[src/rtl/cfgl_pkg.sv]
package cfgl_pkg;

  typedef enum logic [3:0] {
    ST_IDLE,
    ST_W_TURN,
    ST_WRITE,
    ST_W_EOS,
    ST_W_END,
    ST_R_TURN,
    ST_READ,
    ST_R_END,
    ST_BACK
  } ld_state_e;

endpackage

[src/rtl/cfgl_clk_div.sv]
module cfgl_clk_div #(
  parameter int DIV_W = 8
) (
  input  logic             clk_i,
  input  logic             rst_ni,
  input  logic             run_i,
  input  logic [DIV_W-1:0] div_i,
  output logic             cclk_o,
  output logic             rise_o
);

  logic [DIV_W-1:0] half;
  logic [DIV_W-1:0] cnt_q;
  logic             cclk_q;
  logic             active;
  logic             tick;

  always_comb begin
    half = {1'b0, div_i[DIV_W-1:1]};
    if (half == '0) half = DIV_W'(1);
  end

  // a high phase always completes; a low phase only runs on demand
  assign active = run_i | cclk_q;
  assign tick   = active && (cnt_q >= half - DIV_W'(1));

  always_ff @(posedge clk_i or negedge rst_ni) begin
    if (!rst_ni) begin
      cnt_q  <= '0;
      cclk_q <= 1'b0;
    end else if (!active) begin
      cnt_q  <= '0;
    end else if (tick) begin
      cnt_q  <= '0;
      cclk_q <= ~cclk_q;
    end else begin
      cnt_q  <= cnt_q + DIV_W'(1);
    end
  end

  assign cclk_o = cclk_q;
  assign rise_o = tick & ~cclk_q;

endmodule

[src/rtl/cfgl_hold.sv]
module cfgl_hold #(
  parameter int DATA_W = 8
) (
  input  logic              clk_i,
  input  logic              rst_ni,
  input  logic              en_i,
  input  logic              s_valid_i,
  input  logic [DATA_W-1:0] s_data_i,
  input  logic              s_last_i,
  output logic              s_ready_o,
  input  logic              consume_i,
  output logic              full_o,
  output logic              last_o,
  output logic [DATA_W-1:0] data_o
);

  logic              full_q;
  logic              last_q;
  logic [DATA_W-1:0] data_q;
  logic              accept;

  assign s_ready_o = en_i & ~full_q;
  assign accept    = s_valid_i & s_ready_o;

  always_ff @(posedge clk_i or negedge rst_ni) begin
    if (!rst_ni) begin
      full_q <= 1'b0;
      last_q <= 1'b0;
      data_q <= '0;
    end else if (accept) begin
      full_q <= 1'b1;
      last_q <= s_last_i;
      data_q <= s_data_i;
    end else if (consume_i) begin
      full_q <= 1'b0;
    end
  end

  assign full_o = full_q;
  assign last_o = last_q;
  assign data_o = data_q;

endmodule

[src/rtl/cfgl_rd_cap.sv]
module cfgl_rd_cap #(
  parameter int DATA_W = 8
) (
  input  logic              clk_i,
  input  logic              rst_ni,
  input  logic              cap_i,
  input  logic [DATA_W-1:0] data_i,
  output logic [DATA_W-1:0] rd_data_o,
  output logic              rd_valid_o
);

  logic [DATA_W-1:0] data_q;
  logic              valid_q;

  always_ff @(posedge clk_i or negedge rst_ni) begin
    if (!rst_ni) begin
      data_q  <= '0;
      valid_q <= 1'b0;
    end else begin
      valid_q <= cap_i;
      if (cap_i) data_q <= data_i;
    end
  end

  assign rd_data_o  = data_q;
  assign rd_valid_o = valid_q;

endmodule

[src/rtl/cfgl_ctrl.sv]
module cfgl_ctrl
  import cfgl_pkg::*;
#(
  parameter int TMO_W = 16,
  parameter int LEN_W = 8
) (
  input  logic             clk_i,
  input  logic             rst_ni,
  input  logic             start_i,
  input  logic             rd_start_i,
  input  logic [LEN_W-1:0] rd_len_i,
  input  logic [TMO_W-1:0] timeout_i,
  input  logic             rise_i,
  input  logic             cclk_i,
  input  logic             hold_full_i,
  input  logic             hold_last_i,
  input  logic             busy_i,
  input  logic             eos_i,
  output logic             cs_n_o,
  output logic             rdwr_n_o,
  output logic             run_o,
  output logic             wr_en_o,
  output logic             consume_o,
  output logic             cap_o,
  output logic             done_o,
  output logic             err_o
);

  ld_state_e        st_q;
  logic             cs_n_q;
  logic             rdwr_n_q;
  logic             done_q;
  logic             err_q;
  logic [TMO_W-1:0] tmo_q;
  logic [TMO_W-1:0] tmo_lim;
  logic [LEN_W-1:0] left_q;
  logic             selected;

  assign tmo_lim  = (timeout_i == '0) ? '0 : timeout_i - TMO_W'(1);
  // busy is only meaningful while the target is selected
  assign selected = ~cs_n_q;

  assign consume_o = (st_q == ST_WRITE) && selected && !rdwr_n_q &&
                     !busy_i && rise_i && hold_full_i;
  assign cap_o     = (st_q == ST_READ) && selected && rdwr_n_q &&
                     !busy_i && rise_i;
  assign run_o     = ((st_q == ST_WRITE) && hold_full_i) ||
                     (st_q == ST_W_EOS) || (st_q == ST_READ);
  assign wr_en_o   = (st_q == ST_WRITE);

  always_ff @(posedge clk_i or negedge rst_ni) begin
    if (!rst_ni) begin
      st_q     <= ST_IDLE;
      cs_n_q   <= 1'b1;
      rdwr_n_q <= 1'b0;
      done_q   <= 1'b0;
      err_q    <= 1'b0;
      tmo_q    <= '0;
      left_q   <= '0;
    end else begin
      unique case (st_q)
        ST_IDLE: begin
          if (start_i) begin
            st_q     <= ST_W_TURN;
            rdwr_n_q <= 1'b0;
            done_q   <= 1'b0;
            err_q    <= 1'b0;
          end else if (rd_start_i && (rd_len_i != '0)) begin
            st_q     <= ST_R_TURN;
            rdwr_n_q <= 1'b1;
            left_q   <= rd_len_i;
          end
        end
        ST_W_TURN: begin
          cs_n_q <= 1'b0;
          st_q   <= ST_WRITE;
        end
        ST_WRITE: begin
          if (consume_o && hold_last_i) begin
            st_q  <= ST_W_EOS;
            tmo_q <= '0;
          end
        end
        ST_W_EOS: begin
          if (eos_i) begin
            done_q <= 1'b1;
            st_q   <= ST_W_END;
          end else if (tmo_q >= tmo_lim) begin
            err_q  <= 1'b1;
            st_q   <= ST_W_END;
          end else begin
            tmo_q  <= tmo_q + TMO_W'(1);
          end
        end
        ST_W_END: begin
          if (!cclk_i) begin
            cs_n_q <= 1'b1;
            st_q   <= ST_IDLE;
          end
        end
        ST_R_TURN: begin
          cs_n_q <= 1'b0;
          st_q   <= ST_READ;
        end
        ST_READ: begin
          if (cap_o) begin
            left_q <= left_q - LEN_W'(1);
            if (left_q == LEN_W'(1)) st_q <= ST_R_END;
          end
        end
        ST_R_END: begin
          if (!cclk_i) begin
            cs_n_q <= 1'b1;
            st_q   <= ST_BACK;
          end
        end
        ST_BACK: begin
          rdwr_n_q <= 1'b0;
          st_q     <= ST_IDLE;
        end
        default: st_q <= ST_IDLE;
      endcase
    end
  end

  assign cs_n_o   = cs_n_q;
  assign rdwr_n_o = rdwr_n_q;
  assign done_o   = done_q;
  assign err_o    = err_q;

endmodule

[src/rtl/cfg_port_loader.sv]
module cfg_port_loader #(
  parameter int DATA_W = 8,
  parameter int DIV_W  = 8,
  parameter int TMO_W  = 16,
  parameter int LEN_W  = 8
) (
  input  logic              clk_i,
  input  logic              rst_ni,
  input  logic [DIV_W-1:0]  div_i,
  input  logic [TMO_W-1:0]  timeout_i,
  input  logic              start_i,
  input  logic              rd_start_i,
  input  logic [LEN_W-1:0]  rd_len_i,
  input  logic              s_valid_i,
  output logic              s_ready_o,
  input  logic [DATA_W-1:0] s_data_i,
  input  logic              s_last_i,
  output logic [DATA_W-1:0] rd_data_o,
  output logic              rd_valid_o,
  output logic              done_o,
  output logic              err_o,
  output logic              cfg_clk_o,
  output logic              cs_n_o,
  output logic              rdwr_n_o,
  output logic [DATA_W-1:0] data_o,
  output logic              data_oe_o,
  input  logic [DATA_W-1:0] data_i,
  input  logic              busy_i,
  input  logic              eos_i
);

  logic cclk;
  logic rise;
  logic run;
  logic wr_en;
  logic consume;
  logic cap;
  logic hold_full;
  logic hold_last;

  cfgl_clk_div #(.DIV_W(DIV_W)) u_div (
    .clk_i  (clk_i),
    .rst_ni (rst_ni),
    .run_i  (run),
    .div_i  (div_i),
    .cclk_o (cclk),
    .rise_o (rise)
  );

  cfgl_hold #(.DATA_W(DATA_W)) u_hold (
    .clk_i     (clk_i),
    .rst_ni    (rst_ni),
    .en_i      (wr_en),
    .s_valid_i (s_valid_i),
    .s_data_i  (s_data_i),
    .s_last_i  (s_last_i),
    .s_ready_o (s_ready_o),
    .consume_i (consume),
    .full_o    (hold_full),
    .last_o    (hold_last),
    .data_o    (data_o)
  );

  cfgl_ctrl #(.TMO_W(TMO_W), .LEN_W(LEN_W)) u_ctrl (
    .clk_i       (clk_i),
    .rst_ni      (rst_ni),
    .start_i     (start_i),
    .rd_start_i  (rd_start_i),
    .rd_len_i    (rd_len_i),
    .timeout_i   (timeout_i),
    .rise_i      (rise),
    .cclk_i      (cclk),
    .hold_full_i (hold_full),
    .hold_last_i (hold_last),
    .busy_i      (busy_i),
    .eos_i       (eos_i),
    .cs_n_o      (cs_n_o),
    .rdwr_n_o    (rdwr_n_o),
    .run_o       (run),
    .wr_en_o     (wr_en),
    .consume_o   (consume),
    .cap_o       (cap),
    .done_o      (done_o),
    .err_o       (err_o)
  );

  cfgl_rd_cap #(.DATA_W(DATA_W)) u_cap (
    .clk_i      (clk_i),
    .rst_ni     (rst_ni),
    .cap_i      (cap),
    .data_i     (data_i),
    .rd_data_o  (rd_data_o),
    .rd_valid_o (rd_valid_o)
  );

  assign cfg_clk_o = cclk;
  assign data_oe_o = ~rdwr_n_o;

endmodule

[config.mk]
export PLATFORM = sky130hd
export DESIGN_NAME = cfg_port_loader
export DESIGN_NICKNAME = d
export VERILOG_FILES = /design/src/rtl/cfgl_pkg.sv /design/src/rtl/cfgl_clk_div.sv /design/src/rtl/cfgl_hold.sv /design/src/rtl/cfgl_rd_cap.sv /design/src/rtl/cfgl_ctrl.sv /design/src/rtl/cfg_port_loader.sv
export SDC_FILE = /design/constraint.sdc
export NUM_CORES = 1
export LEC_CHECK = 0
export ABC_AREA = 1
export CORE_ASPECT_RATIO = 1.75
export CORE_UTILIZATION = 48
export DETAILED_ROUTE_END_ITERATION = 7
export PLACE_DENSITY = 0.84
export REMOVE_ABC_BUFFERS = 1
export SYNTH_ARGS = -nofsm -noshare
export SYNTH_HDL_FRONTEND = slang
export SYNTH_SLANG_ARGS = --single-unit
[constraint.sdc]
create_clock -name clk_i -period 1.85 [get_ports clk_i]
set_clock_uncertainty 0.1 [all_clocks]
set_input_delay 0.2775 -clock clk_i [delete_from_list [all_inputs] [get_ports clk_i]]
set_output_delay 0.2775 -clock clk_i [all_outputs]
set_load 0.01 [all_outputs]
==> summary.md <==
* **synthesis-to-layout area growth** 73.44%
* **Crit Reg-Reg Startpoint** u_div.cnt_q[2]$_DFF_PN0_
* **count of endpoints failing hold in the final timing report** 0
* **number of global-route vias before repair** 5,510
* **yosys synthesis warning count** 0
* **worst relative slew slack** 0.6674
* **fraction of the yosys area taken by sequential cells** 0.3541
* **worst voltage drop across the vdd grid** 1.082 mV
* **count of max-cap constraint violations** 0
* **shortest period the worst path allows** 2849 ps
* **worst r2r dst** u_ctrl.st_q[0]$_DFFE_PN0P_
* **max-slew violation total from the final report** 0
* **Antenna diodes** 0
* **final layout net count** 886
* **Mapped Area** 0.004244 mm²
* **effective utilization at floorplan** 0.4927
* **Cells after Synth** 577
* **arrival time of data at the critical path endpoint** 3020 ps
* **via count normalized by instance count** 5.969
* **Post-Layout Inst Area** 0.007361 mm²
* **Core ar.** 0.008615 mm²
* **die area** 0.009237 mm²
* **height of the die** 126.4 µm
* **RSZ-0062 raised after global routing** yes
* **CTS tree** yes
* **num ports** 80
* **worst-margin pin slew** 494.4 ps
* **post-place instance area** 0.005799 mm²
* **leakage** 3.675 nW
* **run status** complete, but fails checks
* **start-to-end type of the worst setup path** in -> reg
* **Tightest Hold Check Type** in -> async
* **number of core rows** 45
* **share of final-layout standard cells stronger than drive strength 1** 0.4229
* **Critical Path Fanout Max** 8
* **global route overflow** 0
* **number of flip-flops and latches in the synthesized netlist** 60
* **pwr/cell area** 1161 mW/mm²
* **post-layout worst setup margin** -998.5 ps
* **clock buffer depth** 2
* **WP data required** 2020 ps
* **dominant register cell in the synthesized netlist** dfrtp_1
* **first-iteration detailed-routing DRC count** 493
* **number of antenna violations at the first check in global routing** 0
* **gp weighted congestion** 0.8405
* **part of the cycle the worst path needs** 1.540
* **# DRC** 0
* **count of fill cells added during filler insertion** 370
* **Inserted Clock Buffers** 9
* **post-synthesis cell type count** 41
* **htree depth** 3
* **worst-case setup slack after placement** -1509 ps
* **number of flops mapped to enable cells by yosys** 0
* **DR WL/cell** 20.46 µm
* **Buffers on Ports** 78
* **Post-DRT Antenna Nets** 0
* **mean post-synth cell area** 7.355 µm²
* **die span in x** 73.08 µm
* **startpoint class of the critical path** input port
* **Worst setup EP type** flip-flop
* **all-layer global routing usage** 0.3767
* **path depth of the worst reg2reg path** 12
* **clock slew at reported path FFs** 50 ps
* **clock tree sinks** 60
* **total setup violations reported at the end of the flow** 48
* **clock latency on the worst-skew pair** 330 ps
* **maximum number of pins on one net before global-route repair** 61
* **drt total wl** 18.84 mm
* **wire length of the first global-routing pass** 26.19 mm
* **Setup TNS** -35,760 ps
* **r2r setup slk** -460 ps
* **asr flop ratio synth** 1.000
* **vias after detailed routing** 5,497
* **achievable clock frequency** 351.1 MHz
* **Clock Root Buffer** clkbuf_16
* **dpl hpwl** 9.008 mm
* **router iterations before antenna repair** 5
* **violations in the final reports** setup timing
layout make-up:
| cell class | instances | area [µm²] | area share |
|---|---|---|---|
| Timing Repair inverter | 1 | 6.256 | 0.0008499 |
| Multi-Input combinational cell | 432 | 3184 | 0.4326 |
| Clock buffer | 11 | 242.7 | 0.03298 |
| Timing Repair Buffer | 215 | 1889 | 0.2567 |
| Sequential cell | 60 | 1504 | 0.2043 |
| Clock inverter | 5 | 75.07 | 0.01020 |
| Inverter | 80 | 312.8 | 0.04250 |
| Tap cell | 117 | 146.4 | 0.01989 |
power by group:
part           switching [mW]  internal (mW)  total [mW]
clock network           0.610           1.21        1.82
registers               0.429           1.69        2.12
logic                    2.71           1.90        4.61
kinds of logic after synthesis:
family | after synthesis | share of synthesized area
buf+inv | 85 | 0.07842
simple gates | 299 | 0.3075
compound gates | 70 | 0.09846
flops | 60 | 0.3541
fa+ha+maj | 31 | 0.09139
mux | 9 | 0.02388
other cells | 1 | 0.0008836
xor+xnor | 22 | 0.04540
timing repair:
item                                    in CTS  in global routing
gates cloned                                 2                  0
buffers inserted                            28                 22
gates resized for setup                    225                 95
hold buffers                                 1                  0
endpoints found under the setup margin      49                 58
pin swaps                                   63                 69
endpoints found under the hold margin       59                  0
critical path, stage by stage:
cell      delay [ps]
buf_8            100
buf_6            110
nor2_4           180
inv_2             90
buf_6            130
nor2_4           140
buf_4            130
nand2_1           50
xnor2_1          180
nand2_1           90
ha_1             200
nand2_1           70
inv_1             60
o21bai_1         130
nand2_1          210
a21oi_4          220
nand4_4          160
nand2_4          170
buf_8            170
nand3_2           60
nand2_1           70
registers in the layout, summed over array words and instances (netlist names):
register / cells
u_hold.last_o: 1
u_cap.rd_valid_o: 1
u_ctrl.st_q: 4
u_div.cnt_q: 8
u_ctrl.cs_n_o: 1
u_ctrl.rdwr_n_o: 1
u_hold.full_o: 1
u_hold.data_o: 8
u_ctrl.tmo_q: 16
u_ctrl.left_q: 8
u_ctrl.err_o: 1
u_div.cclk_o: 1
u_ctrl.done_o: 1
u_cap.rd_data_o: 8
how the worst max path moves through the flow:
stage / start / endpoint / slack, ps / cells after the start
final: timeout_i[7] / u_ctrl.tmo_q[1]$_DFFE_PN0P_ / -1000 / 21
after global routing: timeout_i[13] / u_ctrl.tmo_q[14]$_DFFE_PN0P_ / -1290 / 18
after detailed placement: timeout_i[1] / u_ctrl.st_q[1]$_DFFE_PN0P_ / -1510 / 18
after CTS: timeout_i[2] / u_ctrl.tmo_q[13]$_DFFE_PN0P_ / -650 / 18
after global placement: timeout_i[0] / u_ctrl.tmo_q[15]$_DFFE_PN0P_ / -1400 / 18
after floorplan: timeout_i[1] / u_ctrl.tmo_q[11]$_DFFE_PN0P_ / -1100 / 16
synthesized netlist by cell type (all sizes together) (7+ instances only):
cell type / instances / share of area
nand4: 10 / 0.016
inv: 79 / 0.070
a21oi: 18 / 0.027
nand3: 43 / 0.053
o22ai: 7 / 0.010
o21ai: 31 / 0.037
dfrtp: 59 / 0.35
xor2: 15 / 0.031
ha: 31 / 0.091
nand2: 148 / 0.13
nor2: 69 / 0.066
mux2: 9 / 0.024
xnor2: 7 / 0.014
nor3: 16 / 0.019
through the flow:
| step | instances | total power, mW | util | hold WS [ps] |
|---|---|---|---|---|
| after floorplan | 572 | 3.917 | - | -118.1 |
| after global placement | 854 | 5.069 | 0.6732 | 204.0 |
| after detailed placement | 854 | 5.253 | 0.6732 | 207.6 |
| after CTS | 901 | 7.516 | 0.7974 | 382.3 |
| after global routing | 921 | 8.961 | 0.8545 | 404.8 |
| final | 921 | 8.543 | 0.8545 | 375.3 |
routing by layer:
layer  routed length (µm)  vias to the layer above  GRT usage  part of all wire
met4                 1812                        0     0.2895             0.096
met3                 1749                      174     0.1557             0.093
met1                 5795                     2566     0.3527              0.31
met2                 9487                      424     0.6296              0.50
met5                    0                        -          0                 0
li1                     -                     2333          -                 -
cells in the final DEF, fill, tap and decap left out, drive strengths merged, types with 3 or more instances in the layout:
| cell type | n |
|---|---|
| nor2 | 69 |
| nand3 | 43 |
| ha | 31 |
| a21oi | 18 |
| o21ai | 31 |
| buf | 153 |
| nand4 | 10 |
| nor3 | 16 |
| clkdlybuf4s50 | 53 |
| clkbuf | 11 |
| xnor2 | 7 |
| nor4 | 5 |
| nand2 | 148 |
| or2 | 4 |
| xor2 | 15 |
| inv | 81 |
| mux2 | 9 |
| clkdlybuf4s15 | 4 |
| o21bai | 3 |
| o22ai | 7 |
| dfrtp | 59 |
| dlygate4sd2 | 4 |
| clkinv | 3 |
Power figures use the tool's default switching activity.
